File: config.mk
export PLATFORM = sky130hd
export DESIGN_NAME = pwm_timer8
export DESIGN_NICKNAME = d
export VERILOG_FILES = /design/src/rtl/pwm_timer8_pkg.sv /design/src/rtl/pwm_timer8_rst_sync.sv /design/src/rtl/pwm_timer8_presc.sv /design/src/rtl/pwm_timer8_count.sv /design/src/rtl/pwm_timer8_wave.sv /design/src/rtl/pwm_timer8.sv
export SDC_FILE = /design/constraint.sdc
export NUM_CORES = 1
export LEC_CHECK = 0
export BUFFER_PORTS_ARGS = -buffer_cell sky130_fd_sc_hd__buf_4
export CORE_MARGIN = 4
export CORE_UTILIZATION = 57
export DETAILED_ROUTE_END_ITERATION = 6
export HOLD_SLACK_MARGIN = 0.06
export PLACE_DENSITY = 0.88
export SYNTH_ARGS = -nofsm -noshare
export SYNTH_HDL_FRONTEND = slang
export SYNTH_SLANG_ARGS = --single-unit
export TNS_END_PERCENT = 20
File: constraint.sdc
create_clock -name clk_i -period 1.3 [get_ports clk_i]
set_input_delay 0.065 -clock clk_i [delete_from_list [all_inputs] [get_ports clk_i]]
set_output_delay 0.065 -clock clk_i [all_outputs]
set_load 0.005 [all_outputs]
File: src/rtl/pwm_timer8_pkg.sv
package pwm_timer8_pkg;

  typedef struct packed {
    logic run;
    logic pwm_mode;
    logic out_en;
    logic act_high;
  } pwm_ctrl_t;

  function automatic logic drive_level(input logic active, input logic act_high);
    return active ? act_high : ~act_high;
  endfunction

endpackage

File: src/rtl/pwm_timer8_rst_sync.sv
module pwm_timer8_rst_sync (
  input  logic clk_i,
  input  logic rst_ni,
  output logic rst_sync_no
);

  logic [1:0] sync_q;
  logic [1:0] sync_d;

  always_comb begin
    sync_d = {sync_q[0], 1'b1};
  end

  always_ff @(posedge clk_i or negedge rst_ni) begin
    if (!rst_ni) begin
      sync_q <= '0;
    end else begin
      sync_q <= sync_d;
    end
  end

  assign rst_sync_no = sync_q[1];

endmodule

File: src/rtl/pwm_timer8_presc.sv
module pwm_timer8_presc #(
  parameter int SEL_W = 3
) (
  input  logic             clk_i,
  input  logic             rst_ni,
  input  logic             run_i,
  input  logic [SEL_W-1:0] sel_i,
  output logic             tick_o
);

  localparam int PRE_W = 1 << SEL_W;

  logic [PRE_W-1:0] pre_q;
  logic [PRE_W-1:0] pre_d;
  logic [PRE_W-1:0] span_mask;

  // Bit b takes part in the terminal test when b <= selected code
  for (genvar b = 0; b < PRE_W; b++) begin : g_mask
    assign span_mask[b] = (SEL_W'(b) <= sel_i);
  end

  always_comb begin
    if (!run_i) begin
      pre_d = '0;
    end else begin
      pre_d = pre_q + PRE_W'(1);
    end
  end

  always_ff @(posedge clk_i or negedge rst_ni) begin
    if (!rst_ni) begin
      pre_q <= '0;
    end else begin
      pre_q <= pre_d;
    end
  end

  assign tick_o = run_i && ((pre_q & span_mask) == span_mask);

endmodule

File: src/rtl/pwm_timer8_count.sv
module pwm_timer8_count #(
  parameter int CNT_W = 8
) (
  input  logic             clk_i,
  input  logic             rst_ni,
  input  logic             run_i,
  input  logic             tick_i,
  input  logic             cmp_wr_i,
  input  logic [CNT_W-1:0] cmp_data_i,
  output logic             wrap_o,
  output logic             end_o,
  output logic             load_nz_o,
  output logic [CNT_W-1:0] cnt_o,
  output logic [CNT_W-1:0] cmp_act_o,
  output logic [CNT_W-1:0] cmp_buf_o
);

  localparam logic [CNT_W-1:0] CNT_TOP = {CNT_W{1'b1}};

  logic [CNT_W-1:0] cnt_q,  cnt_d;
  logic             cnt_en;
  logic [CNT_W-1:0] buf_q,  buf_d;
  logic             buf_en;
  logic [CNT_W-1:0] act_q,  act_d;
  logic             act_en;
  logic [CNT_W-1:0] cnt_inc;

  assign cnt_inc = cnt_q + CNT_W'(1);

  // counter: cleared while stopped, advanced on each prescaler tick
  always_comb begin
    cnt_en = tick_i || !run_i;
    cnt_d  = run_i ? cnt_inc : '0;
  end

  always_ff @(posedge clk_i or negedge rst_ni) begin
    if (!rst_ni) begin
      cnt_q <= '0;
    end else if (cnt_en) begin
      cnt_q <= cnt_d;
    end
  end

  assign wrap_o = tick_i && (cnt_q == CNT_TOP);
  assign end_o  = tick_i && !wrap_o && (cnt_inc == act_q);

  // holding register: written by software at any time
  always_comb begin
    buf_en = cmp_wr_i;
    buf_d  = cmp_data_i;
  end

  always_ff @(posedge clk_i or negedge rst_ni) begin
    if (!rst_ni) begin
      buf_q <= '0;
    end else if (buf_en) begin
      buf_q <= buf_d;
    end
  end

  // working register: loaded from the holding register on a wrap only
  always_comb begin
    act_en = wrap_o;
    act_d  = buf_q;
  end

  always_ff @(posedge clk_i or negedge rst_ni) begin
    if (!rst_ni) begin
      act_q <= '0;
    end else if (act_en) begin
      act_q <= act_d;
    end
  end

  assign load_nz_o = (buf_q != '0);
  assign cnt_o     = cnt_q;
  assign cmp_act_o = act_q;
  assign cmp_buf_o = buf_q;

endmodule

File: src/rtl/pwm_timer8_wave.sv
module pwm_timer8_wave
  import pwm_timer8_pkg::*;
(
  input  logic      clk_i,
  input  logic      rst_ni,
  input  pwm_ctrl_t ctrl_i,
  input  logic      wrap_i,
  input  logic      end_i,
  input  logic      load_nz_i,
  output logic      phase_o,
  output logic      pin_o
);

  logic phase_q, phase_d;

  always_comb begin
    if (!ctrl_i.run || !ctrl_i.pwm_mode) begin
      phase_d = 1'b0;
    end else if (wrap_i) begin
      phase_d = load_nz_i;
    end else if (end_i) begin
      phase_d = 1'b0;
    end else begin
      phase_d = phase_q;
    end
  end

  always_ff @(posedge clk_i or negedge rst_ni) begin
    if (!rst_ni) begin
      phase_q <= 1'b0;
    end else begin
      phase_q <= phase_d;
    end
  end

  assign phase_o = phase_q;
  assign pin_o   = drive_level(phase_q && ctrl_i.out_en, ctrl_i.act_high);

endmodule

File: src/rtl/pwm_timer8.sv
module pwm_timer8
  import pwm_timer8_pkg::*;
#(
  parameter int CNT_W = 8,
  parameter int SEL_W = 3
) (
  input  logic             clk_i,
  input  logic             rst_ni,
  input  logic             run_i,
  input  logic             pwm_mode_i,
  input  logic             out_en_i,
  input  logic             act_high_i,
  input  logic [SEL_W-1:0] clk_sel_i,
  input  logic             cmp_wr_i,
  input  logic [CNT_W-1:0] cmp_data_i,
  output logic             pwm_o
);

  logic             rst_n_s;
  logic             tick;
  logic             wrap;
  logic             cmp_end;
  logic             load_nz;
  logic             phase;
  logic [CNT_W-1:0] cnt;
  logic [CNT_W-1:0] cmp_act;
  logic [CNT_W-1:0] cmp_buf;
  pwm_ctrl_t        ctrl;

  assign ctrl = '{run: run_i, pwm_mode: pwm_mode_i,
                  out_en: out_en_i, act_high: act_high_i};

  pwm_timer8_rst_sync u_rst (
    .clk_i       (clk_i),
    .rst_ni      (rst_ni),
    .rst_sync_no (rst_n_s)
  );

  pwm_timer8_presc #(.SEL_W(SEL_W)) u_presc (
    .clk_i  (clk_i),
    .rst_ni (rst_n_s),
    .run_i  (run_i),
    .sel_i  (clk_sel_i),
    .tick_o (tick)
  );

  pwm_timer8_count #(.CNT_W(CNT_W)) u_count (
    .clk_i      (clk_i),
    .rst_ni     (rst_n_s),
    .run_i      (run_i),
    .tick_i     (tick),
    .cmp_wr_i   (cmp_wr_i),
    .cmp_data_i (cmp_data_i),
    .wrap_o     (wrap),
    .end_o      (cmp_end),
    .load_nz_o  (load_nz),
    .cnt_o      (cnt),
    .cmp_act_o  (cmp_act),
    .cmp_buf_o  (cmp_buf)
  );

  pwm_timer8_wave u_wave (
    .clk_i     (clk_i),
    .rst_ni    (rst_n_s),
    .ctrl_i    (ctrl),
    .wrap_i    (wrap),
    .end_i     (cmp_end),
    .load_nz_i (load_nz),
    .phase_o   (phase),
    .pin_o     (pwm_o)
  );

endmodule

# After elaboration in Yosys (flattened, before gate mapping)
# Index checks and enable logic that the tools add are counted.
[totals]
reg_bits = 35
latchBits = 0
mem_bits_rw = 0
mem_bits_ro = 0
out_inout_bits = 1
n_memories = 0
[op_classes]
n_addsub = 2
mul = 0
div = 0
magnitude_cmp = 8
n_eq_ne = 3
shift = 0
n_mux = 6
n_bitwise = 2
n_reduce_logical = 12
[op_table]
columns = ["cell", "count"]
rows = [
  ["adder 8 x 1 -> 8 bit, second input constant", 2],
  ["equality test 8 bit", 2],
  ["2-to-1 mux 8 bit", 2],
  ["<= comparator 3 bit, first input constant", 4],
  ["AND 8 bit", 1],
  ["equality test 8 bit, second input constant", 1],
  ["nonzero test 8 bit", 1],
  ["<= comparator 1 x 3 -> 1 bit, first input constant", 2],
  ["<= comparator 2 x 3 -> 1 bit, first input constant", 2],
  ["logical AND 1 bit", 5],
  ["2-to-1 mux 1 bit", 4],
  ["logical NOT 1 bit", 3],
  ["nonzero test 3 bit", 1],
  ["logical OR 1 bit", 2],
  ["NOT 1 bit", 1],
]

# Depth between registers and ports, before layout
# Gate-level depths: netlist of the first run.
[depth]
depth_word = 11
ltp_mapped = 7
ltp_nobuf = 6

# By module
# Synthesis of the first run repeated with hierarchy kept, for this count alone.
[unflattened]
cells_unflattened = 152
hier_area_um2 = 1751.7
[modules_own_cells]
columns = ["module", "instances", "cells_each", "area_per_inst_um2"]
rows = [
  ["pwm_timer8_count", 1, 103, 1221.2],
  ["pwm_timer8_presc", 1, 39, 417.9],
  ["pwm_timer8_wave", 1, 7, 58.8],
  ["pwm_timer8_rst_sync", 1, 3, 53.8],
]

# Least setup slack after synthesis of the first run
# No wires, ideal clock.
[synth_path]
path_kind = "register to register"
start = "register u_count.cnt_q[0], in the netlist u_count.cnt_o[0]"
end = "register u_count.act_q[0], in the netlist u_count.cmp_act_o[0]"
setup_time_ns = 0.125
arrival_time_ns = 1.939
required_time_ns = 1.175
path_slack_ns = -0.764
path_stages_with_launch = 7
period_less_slack_ns = 2.064
path_cell_list = "dfrtp_1 > ha_1 > nand4_1 > or3_1 > nor4_1 > buf_2 > mux2_2"
[synth_between]
elab_chain_cells = 2
[synth_rtl]
columns = ["item", "line", "source"]
rows = [
  ["start, declared", "pwm_timer8_count.sv:20", "logic [CNT_W-1:0] cnt_q, cnt_d;"],
  ["start signal, assigned", "pwm_timer8_count.sv:40", "cnt_q <= cnt_d;"],
  ["equality test 8 bit", "pwm_timer8_count.sv:44", "assign wrap_o = tick_i && (cnt_q == CNT_TOP);"],
  ["logical AND 1 bit", "pwm_timer8_count.sv:44", ""],
  ["end signal, assigned", "pwm_timer8_count.sv:71", "act_q <= act_d;"],
  ["end, declared", "pwm_timer8_count.sv:24", "logic [CNT_W-1:0] act_q, act_d;"],
]
# No other way between the ends.
# A chain may end at the register's enable or synchronous reset.

# Final worst setup path of the first run
[layout_path]
start = "register u_presc.pre_q[2]"
end = "register u_count.cnt_q[7], in the netlist u_count.cnt_o[7]"
[layout_between]
elab_chain_cells = 4
[layout_rtl]
columns = ["item", "line", "source"]
rows = [
  ["start, declared", "pwm_timer8_presc.sv:13", "logic [PRE_W-1:0] pre_q;"],
  ["start signal, assigned", "pwm_timer8_presc.sv:34", "pre_q <= pre_d;"],
  ["AND 8 bit", "pwm_timer8_presc.sv:38", "assign tick_o = run_i && ((pre_q & span_mask) == span_mask);"],
  ["equality test 8 bit", "pwm_timer8_presc.sv:38", ""],
  ["logical AND 1 bit", "pwm_timer8_presc.sv:38", ""],
  ["logical OR 1 bit", "pwm_timer8_count.sv:32", "cnt_en = tick_i || !run_i;"],
]
# No other way between the ends.

==> results of run 1 <==
[metal layers]
metal,vias to the layer above,share of wire (%)
met2,183,47
met5,-,0
met4,0,8.3
li1,751,-
met3,66,8.9
met1,918,35
[through the flow]
stage	TNS, ns	utilization (%)	setup slack [ns]	cell area [um2]
6_report	-9.195	91.45	-0.7202	2769
5_1_grt	-10.17	91.45	-0.7532	2769
4_1_cts	-7.507	87.93	-0.6586	2663
3_5_place_dp	-7.910	75.17	-0.6243	2276
3_3_place_gp	-6.899	75.17	-0.5619	2276
2_1_floorplan	-7.426	-	-0.5856	1824
[registers in the layout, indices dropped and copies added, names as in the netlist]
register           count
u_presc.pre_q          8
u_count.cmp_buf_o      8
u_count.cmp_act_o      8
u_rst.sync_q           2
u_count.cnt_o          8
u_wave.phase_o         1
[layout make-up]
type	instances	area [um2]
repair buffers	77	636.9
fillers	108	259.0
clock inverters	2	35.03
inverters	3	11.26
clock buffers	6	51.30
well taps	44	55.05
multi-input cells	122	1102
flip-flops and latches	35	877.1
[worst reg2reg max path, delay by kind of cell, from the launching register on]
kind,cells,cell delay [ns]
and+or+nand+nor,3,1.13
DFF,1,0.39
AOI/OAI and AO/OA,2,0.42
[synth_stat cells, types with 2 or more instances]
cell,number,share of area (%)
a21oi_1,4,1.1
nor2_1,14,2.9
mux2_2,16,10
nand3_1,8,2.2
clkbuf_1,4,0.83
xor2_1,7,3.4
nor2b_1,2,0.69
dfrtp_1,35,49
nand2_1,8,1.7
and3_1,2,0.69
ha_1,2,1.4
xnor2_1,13,6.3
nor3_1,5,1.4
inv_1,3,0.62
o21ai_0,3,0.83
nand4_1,2,0.69
nor4_1,9,3.1
or3_1,5,1.7
o2bb2ai_1,2,0.97
[report_power, final]
part           total (mW)  internal (mW)  switching (mW)
clock               0.846          0.454           0.392
combinational       0.269          0.143           0.127
sequential           1.16           1.12          0.0350
total                2.27           1.72           0.553
[final timing paths]
| kind | from | end | slack (ns) |
|---|---|---|---|
| worst max-delay path | u_presc.pre_q[2] | u_count.cnt_o[7] | -0.72 |
| worst min-delay path | u_rst.sync_q[1] | u_count.cmp_buf_o[6] | 0.32 |
| worst max register to register | u_presc.pre_q[2] | u_count.cnt_o[7] | -0.72 |
| worst min register to register | u_rst.sync_q[1] | u_count.cmp_buf_o[6] | 0.32 |
| max in group asynchronous | rst_ni | u_rst.sync_q[0] | 0.52 |
| min in group clk_i | u_rst.sync_q[0] | u_rst.sync_q[1] | 0.40 |
[cells by family (layout without fill, tap and decap cells)]
group                    count (synthesis)  count (layout)  share of synthesized area, %
AND/OR/NAND/NOR                         63              63                         18.75
flip-flops                              35              35                         48.61
XOR/XNOR                                20              20                         9.722
AO/OA/AOI/OAI                           19              19                         8.126
multiplexers                            17              17                         10.56
buffers and inverters                   10              88                         2.638
adder cells (fa/ha/maj)                  2               2                         1.389
other                                    1               1                        0.2081
[repair_timing]
action,in CTS,in global routing
resized for setup,30,21
pin swaps,5,5
endpoints found under the hold margin,12,0
setup endpoints to repair,19,21
setup buffers,4,1
hold buffers,13,0
cloned,1,0
==> flow_summary.toml, run 1 <==
[outcome]
status = "finished with violations"
violations = "setup timing"

[detailed_routing]
wl_per_cell_um = 24.75
drt_iter0_markers = 197
routed_wl_um = 7152
drc = 0
via_per_inst = 6.637
firstDrtPassIters = 7
ant_nets = 0
vias = 1918

[setup_path]
worstSetupPathType = "reg -> reg"
crit_family = "simple AND/OR/NAND/NOR gates"
worstPathCellList = "nor3b_2 -> o221ai_2 -> or3_4 -> or4_1 -> a21oi_1"
slowest_stage = "or4_1"
slowest_delay_ns = 0.53
critPathLaunchType = "register"
endpoint_kind = "register"
critPathBufInv = 0
cp.arrival_ns = 2.29
path_depth = 5
crit_required_ns = 1.57
crit_fanout = 4
reg2regPathDepth = 5

[power_and_ir_drop]
p_leak_nw = 1.184
worst_ir_drop_vdd_mv = 0.8846
p_total_mw = 2.274
p_per_area_nw_per_um2 = 821.3

[clock_tree]
numCtsBuffers = 5
htreeDepth = 2
clock_insertion_delay_worst_skew_ns = 0.35
path_clk_slew_ns = 0.11
cts_tree = "done"
cts_max_path_buffers = 2
cts_sinks = 35
root_buffer = "clkbuf_4"

[timing]
maxSlewViolCount = 0
min_period_ns = 2.020
period_share_pct = 155.4
rsz0062_at_grt = "true"
hold_viol = 0
fmax_ghz = 0.4950
whs_ns = 0.3194
fin_skew_ns = 0.005578
setup_violations = 19
setup_ws_ns = -0.7202

[finish]
drive_above_1_share_pct = 47.76
syn2layout_area_growth_pct = 53.68
final_cell_count_no_fill = 289
final_cell_mix = "57 x buf_4, 34 x dfrtp_1, 14 x nor2_1, 13 x dlygate4sd3_1, 12 x xnor2_1"
final_common_cell = "buf_4"
n_antenna_cell = 0
nets = 264

[floorplanning]
die_height_um = 64.22
core_region_area_um2 = 3028
num_rows = 20
dieArea_um2 = 4124
start_util_pct = 59.50
die_x_um = 64.22
pin_count = 19

[worst_hold_path]
hp-class = "reg -> async"

[placement]
place.port_buffers = 18
gp_congestion = 0.9050
post-dp-hpwl_um = 3087
dp_cells = 262

[grt]
use_met1_pct = 39.20
antenna_found_initial = 0
grt_max_degree = 34
grtUsageMet2_pct = 59.10
grt_pass1_wl_um = 10580
first_global_vias = 1951
busiest_layer = "met2"
grt_util_all_layers_pct = 35.47
use_met3_pct = 10.54
globalRouteOverflowTotal = 0

[synthesis]
synth_edf_count = 0
yosysSeqAreaShare_pct = 48.61
synthesis.instances = 167
synth_area_per_cell_um2 = 10.79
synth_nets = 187
syn_area_um2 = 1802
synth-main-ff-cell = "dfrtp_1"
yosys_warnings = 0
synthArstFlopShare_pct = 100.0
synth_cell_types = 42
ys_seq_elements = 35

[flow_run]
cap_viol_max_count = 0
(Power assumes the default switching activity.)
==> inputs of run 2 (changes only) <==
--- a/config.mk
+++ b/config.mk
@@ -5,12 +5,13 @@
 export SDC_FILE = /design/constraint.sdc
 export NUM_CORES = 1
 export LEC_CHECK = 0
+export ABC_AREA = 1
 export BUFFER_PORTS_ARGS = -buffer_cell sky130_fd_sc_hd__buf_4
 export CORE_MARGIN = 4
-export CORE_UTILIZATION = 57
+export CORE_UTILIZATION = 58
 export DETAILED_ROUTE_END_ITERATION = 6
 export HOLD_SLACK_MARGIN = 0.06
-export PLACE_DENSITY = 0.88
+export PLACE_DENSITY = 0.89
 export SYNTH_ARGS = -nofsm -noshare
 export SYNTH_HDL_FRONTEND = slang
 export SYNTH_SLANG_ARGS = --single-unit
==> run 2 against run 1 <==
The run still ends with setup timing left; synthesized cell count is 33% higher; final area is 8.4% lower; largest cell class unchanged; final cell count is 15% higher; non-clock buffer count is 17 lower; combinational power hardly changed.
==> flow_summary.toml, run 2 <==
[outcome]
status = "finished with violations"
violations = "setup timing"

[detailed_routing]
dr_wl_met2_um = 2965
firstDrtPassIters = 5
via_per_inst = 5.961
vias = 1973
drt_iter0_markers = 138
top_layer_used = "met4"
drc = 0
dr_wl_met3_um = 565
wl_met1_um = 2138
routed_wl_um = 6205
wl_per_cell_um = 18.75
ant_nets = 0

[power_and_ir_drop]
combinationalPowerShare_pct = 13.2
p_per_area_nw_per_um2 = 805.8
worst_ir_drop_vdd_mv = 0.9712
internal_power_mw = 1.494
p_total_mw = 2.045
p_leak_nw = 1.243
seqPwrFrac_pct = 56.0
sw_frac_of_total_pct = 26.92
power_switching_mw = 0.5505
clock_power_share_pct = 30.8

[grt]
grt_util_all_layers_pct = 29.43
globalRouteOverflowTotal = 0
grt_max_degree = 17
grt_pass1_wl_um = 9039
antenna_found_initial = 0
first_global_vias = 1931

[timing]
setup-tns-final_ns = -2.532
maxSlewViolCount = 0
period_share_pct = 119.6
fin_skew_ns = 0.01108
rsz0062_at_grt = "true"
hold_viol = 0
min_period_ns = 1.554
fmax_ghz = 0.6434
setup_violations = 19
setup_ws_ns = -0.2543

[setup_path]
slowest_delay_ns = 0.46
crit_family = "simple AND/OR/NAND/NOR gates"
worstSetupPathType = "reg -> reg"
crit_fanout = 4
critPathLaunchType = "register"
worstPathCellList = "ha_4 -> nand2_4 -> inv_4 -> nand3_1 -> nand2_1 -> nand2_1 -> xor2_1 -> nand3_1 -> nand2_1 -> nand2_1"
cp.arrival_ns = 1.81
crit_required_ns = 1.55
crit_path_frequent_cell = "nand2_1"
endpoint_kind = "register"
critPathBufInv = 1
slowest_stage = "dfrtp_2"

[clock_tree]
numCtsBuffers = 5
root_buffer = "clkbuf_4"
cts_max_path_buffers = 2
cts_tree = "done"
htreeDepth = 2
path_clk_slew_ns = 0.11
cts_sinks = 35
clock_insertion_delay_worst_skew_ns = 0.35

[floorplanning]
start_util_pct = 59.88
dieArea_um2 = 4084
die_height_um = 63.91
core_region_area_um2 = 3028
num_rows = 20
die_x_um = 63.91
pin_count = 19

[synthesis]
yosys.area.top_type_share_pct = 48.31
yosysMostFrequentCell = "nand2_1"
synth_edf_count = 0
synth_area_leader_cell = "dfrtp_1"
synth-main-ff-cell = "dfrtp_1"
ys_seq_elements = 35
syn_area_um2 = 1813
yosysSeqAreaShare_pct = 48.31
synth_nets = 242
yosys_warnings = 0
synthesis.instances = 222
synthArstFlopShare_pct = 100.0
synth.top_cells.by_area = "dfrtp_1 48%, nand2_1 13%, inv_1 6.6%, nand3_1 5.0%, o21ai_0 4.4%"
synth_area_per_cell_um2 = 8.167
yosys-top-cells-count = "61 x nand2_1, 35 x dfrtp_1, 32 x inv_1"
synth_cell_types = 28

[placement]
gp_congestion = 0.9039
place.port_buffers = 18
post-dp-hpwl_um = 2814
dp_cells = 300

[finish]
final_cell_count_no_fill = 331
n_fill_cell = 135
final_common_cell = "nand2_1"
final_cell_mix = "56 x nand2_1, 35 x buf_4, 31 x dfrtp_1, 29 x inv_1, 21 x dlygate4sd3_1"
n_antenna_cell = 0
nets = 307
syn2layout_area_growth_pct = 39.96
drive_above_1_share_pct = 31.01

[worst_hold_path]
hp-class = "reg -> async"

[flow_run]
cap_viol_max_count = 0
[run 2: changes by cell type after synthesis, moves of 10 or more]
cell	delta
mux2_2	-16
nand3_1	+10
nand2_1	+53
xnor2_1	-12
inv_1	+29
o21ai_0	+13
[run 2: timing repair]
action | in CTS | in global routing
endpoints found under the setup margin | 17 | 25
pin swaps | 1 | 14
setup buffers | 0 | 2
cloned | 0 | 1
hold buffers | 21 | 0
resized for setup | 5 | 31
hold endpoints to repair | 17 | 0
[run 2: path summary, 6_finish.rpt]
kind | slack, ns | start | cells past startpoint | endpoint
max in group asynchronous | 0.60 | rst_ni | 3 | u_rst.sync_q[0]
setup / recovery | -0.25 | u_count.cnt_o[1] | 10 | u_wave.phase_o
hold reg to reg | 0.15 | u_rst.sync_q[1] | 0 | u_count.cmp_buf_o[1]
hold / removal | 0.15 | u_rst.sync_q[1] | 0 | u_count.cmp_buf_o[1]
setup reg to reg | -0.25 | u_count.cnt_o[1] | 10 | u_wave.phase_o
min in group clk_i | 0.38 | u_rst.sync_q[0] | 0 | u_rst.sync_q[1]
[run 2: cells by family after synthesis]
family / count (synthesis) / synth area share (%)
compound gates: 37 / 12.42
flops: 35 / 48.31
simple gates: 106 / 27.67
buf+inv: 37 / 8.075
other cells: 1 / 0.2068
fa+ha+maj: 2 / 1.380
xor+xnor: 4 / 1.933
[run 2: power by group through the flow]
stage	Sequential [mW]	Clock (mW)	Combinational [mW]
2_1_floorplan	1.17	0	0.0785
3_3_place_gp	1.16	0	0.162
3_5_place_dp	1.16	0	0.169
4_1_cts	1.14	0.608	0.221
5_1_grt	1.15	0.701	0.289
6_report	1.15	0.630	0.269
[run 2: final cells by class]
cell class	instances	area (um2)	area share, %
inverter	34	130.1	5.128
tap	44	55.05	2.170
multi-input combinational	151	897.1	35.36
clock inverter	1	5.005	0.1972
clock buffer	6	51.30	2.022
sequential	35	880.8	34.71
timing repair buffer	60	518.0	20.41
[run 2: per-layer routing]
| layer | vias to the layer above | global-route usage, % |
|---|---|---|
| met5 | - | 0 |
| met4 | 0 | 18.60 |
| met3 | 64 | 6.854 |
| met2 | 159 | 51.87 |
| met1 | 906 | 31.26 |
| li1 | 844 | - |
[run 2: metrics by stage]
| stage | hold WS (ns) | setup WS, ns | instance area [um2] | util [%] |
|---|---|---|---|---|
| after floorplan | -0.2306 | -0.07750 | 1829 | - |
| after global placement | -0.1518 | -0.1285 | 2140 | 70.66 |
| after detailed placement | -0.1503 | -0.1958 | 2140 | 70.66 |
| after CTS | 0.1503 | -0.1931 | 2426 | 80.12 |
| after global routing | 0.1894 | -0.3145 | 2537 | 83.80 |
| final | 0.1549 | -0.2543 | 2537 | 83.80 |
==> inputs of run 3 (changes only) <==
--- a/config.mk
+++ b/config.mk
@@ -8,11 +8,12 @@
 export ABC_AREA = 1
 export BUFFER_PORTS_ARGS = -buffer_cell sky130_fd_sc_hd__buf_4
 export CORE_MARGIN = 4
-export CORE_UTILIZATION = 58
+export CORE_UTILIZATION = 30
 export DETAILED_ROUTE_END_ITERATION = 6
 export HOLD_SLACK_MARGIN = 0.06
-export PLACE_DENSITY = 0.89
+export PLACE_DENSITY = 0.56
 export SYNTH_ARGS = -nofsm -noshare
 export SYNTH_HDL_FRONTEND = slang
+export SYNTH_HIERARCHICAL = 1
 export SYNTH_SLANG_ARGS = --single-unit
 export TNS_END_PERCENT = 20
==> run 3 against run 2 <==
The flow still finishes with violations (setup timing); via count decreased by 21%; register-to-register slack got worse by 0.17 ns; worst hold slack got worse by 0.075 ns; clock skew decreased by 0.0074 ns; first-iteration DRC count decreased by 45%; clock-buffer cell count decreased by 1; wire length decreased by 35%; die area increased by 80%; combinational power decreased by 28%; critical endpoint is now u_wave/phase_o.
==> flow_summary.toml, run 3 <==
[detailed_routing]
drt_iter0_markers = 76
routed_wl_um = 4004
via_per_inst = 4.308
ant_nets = 0
vias = 1568
wl_per_cell_um = 11.00
drc = 0
firstDrtPassIters = 4

[setup_path]
r2r-end = "u_wave/phase_o"
cp.arrival_ns = 1.90
crit_fanout = 3
crit_start = "u_presc/pre_q[1]"
endpoint_kind = "register"
crit_required_ns = 1.48
reg2regPathDepth = 15
crit_end = "u_wave/phase_o"
critPathLaunchType = "register"
reg2reg_slack_ns = -0.42
r2r_start = "u_presc/pre_q[1]"
worstSetupPathType = "reg -> reg"

[timing]
rsz0062_at_grt = "true"
period_share_pct = 132.3
setup_ws_ns = -0.4197
maxSlewViolCount = 0
setup_violations = 17
hold_viol = 0
fmax_ghz = 0.5815
fin_skew_ns = 0.003646
min_period_ns = 1.720
setup-tns-final_ns = -3.907

[finish]
n_antenna_cell = 0
final_common_cell = "nand2_1"
final_cell_mix = "58 x nand2_1, 55 x buf_4, 35 x dfrtp_1, 26 x inv_1, 17 x nor2_1"
drive_above_1_share_pct = 32.18
syn2layout_area_growth_pct = 41.31
nets = 309
regArea_um2 = 875.8
n_fill_cell = 598
multiInputGateArea_um2 = 840.8

[floorplanning]
pin_count = 19
start_util_pct = 30.72
die_x_um = 85.63
die_height_um = 85.63
num_rows = 28
dieArea_um2 = 7333
core_region_area_um2 = 5886

[synthesis]
synth_cell_types = 32
synth_edf_count = 0
synthesis.instances = 219
yosys-top-cells-count = "61 x nand2_1, 35 x dfrtp_1, 28 x inv_1"
yosysMostFrequentCell = "nand2_1"
synth.top_cells.by_area = "dfrtp_1 48%, nand2_1 13%, inv_1 5.8%, mux2_2 4.4%, nand3_1 4.2%"
synthArstFlopShare_pct = 100.0
synth_nets = 239
synth-main-ff-cell = "dfrtp_1"
yosys_warnings = 6
syn_area_um2 = 1808
synth_area_leader_cell = "dfrtp_1"
yosysSeqAreaShare_pct = 48.44
synth_area_per_cell_um2 = 8.256
yosys.area.top_type_share_pct = 48.44
ys_seq_elements = 35

[grt]
antenna_found_initial = 0
grt_util_all_layers_pct = 12.09
globalRouteOverflowTotal = 0
first_global_vias = 1575
grt_pass1_wl_um = 7100
grt_max_degree = 23

[power_and_ir_drop]
p_total_mw = 2.290
clock_power_share_pct = 41.2
combinationalPowerShare_pct = 8.4
worst_ir_drop_vdd_mv = 0.7089
internal_power_mw = 1.793
sw_frac_of_total_pct = 21.69
power_switching_mw = 0.4966
p_per_area_nw_per_um2 = 896.1
p_leak_nw = 1.250
seqPwrFrac_pct = 50.4

[placement]
post-dp-hpwl_um = 2889
place.port_buffers = 18
gp_congestion = 0.7475

[outcome]
violations = "setup timing"
status = "finished with violations"

[clock_tree]
numCtsBuffers = 5
path_clk_slew_ns = 0.07
htreeDepth = 2
cts_max_path_buffers = 2
cts_sinks = 35
cts_tree = "done"
clock_insertion_delay_worst_skew_ns = 0.28
root_buffer = "clkbuf_8"

[flow_run]
cap_viol_max_count = 0

[worst_hold_path]
hp-class = "in -> reg"
## run 3: cell type report
class,count,area share [%]
sequential,35,34.28
tap,75,3.673
timing repair buffer,66,20.57
multi-input combinational,152,32.91
inverter,29,4.407
clock inverter,2,1.469
clock buffer,5,2.693
## run 3: cells by family (layout without fill, tap and decap cells)
| logic type | after synthesis | after routing | share of synthesized area (%) |
|---|---|---|---|
| buffers and inverters | 32 | 102 | 7.335 |
| flip-flops | 35 | 35 | 48.44 |
| other | 1 | 1 | 0.2074 |
| XOR/XNOR | 3 | 3 | 1.454 |
| AND/OR/NAND/NOR | 109 | 109 | 27.61 |
| AO/OA/AOI/OAI | 30 | 30 | 9.205 |
| adder cells (fa/ha/maj) | 2 | 2 | 1.384 |
| multiplexers | 7 | 7 | 4.360 |
## run 3: per-layer routing
metal | global-route usage, % | vias to the layer above | routed length [um]
li1 | - | 837 | -
met1 | 15.54 | 712 | 1965
met2 | 19.77 | 17 | 1902
met3 | 2.978 | 2 | 100
met4 | 4.317 | 0 | 36
met5 | 0 | - | 0
## run 3: power by group through the flow
stage	clock network, mW	logic (mW)	registers (mW)
floorplan	0	0.0659	1.18
global placement	0	0.166	1.17
detailed placement	0	0.168	1.17
CTS	0.971	0.194	1.15
global route	1.03	0.217	1.16
finish	0.944	0.193	1.15
## run 3: worst min path at each step
stage,from,to,slack [ns],depth (start not counted)
final,cmp_wr_i,u_count/cmp_buf_o[6],0.08,2
after global routing,cmp_wr_i,u_count/cmp_buf_o[6],0.08,2
after CTS,cmp_wr_i,u_count/cmp_buf_o[6],0.07,2
after detailed placement,rst_ni,u_rst/sync_q[0],-0.15,1
after global placement,rst_ni,u_rst/sync_q[0],-0.15,1
after floorplan,rst_ni,u_rst/sync_q[0],-0.23,0
## run 3: worst max-delay path, cell delays in order (launching register included)
cell	delay, ns
dfrtp_1	0.40
nand2_1	0.07
o21ai_1	0.12
nand3b_1	0.10
nor2_2	0.11
nand3_1	0.08
nor2_1	0.11
nand2_1	0.07
nor2_1	0.09
nand2_1	0.05
nor2_1	0.08
nand2_1	0.05
nor2_1	0.09
inv_1	0.06
a21oi_2	0.11
nor2_1	0.05
## run 3: timing repair
item | 4_1_cts | 5_1_grt
pin swaps | 3 | 3
hold endpoints to repair | 10 | 0
buffers inserted | 7 | 3
gates cloned | 0 | 0
gates resized for setup | 3 | 10
hold buffers | 9 | 0
endpoints found under the setup margin | 17 | 19
## run 3: stage by stage
stage                     setup slack, ns  area (um2)  cells  hold slack, ns  util, %
after floorplan                   -0.2689        1832    219         -0.2306        -
after global placement            -0.3679        2255    338         -0.1521    38.31
after detailed placement          -0.4161        2255    338         -0.1512    38.31
after CTS                         -0.3960        2514    361         0.07099    42.71
after global routing              -0.6018        2555    364         0.07844    43.41
final                             -0.4197        2555    364         0.08033    43.41
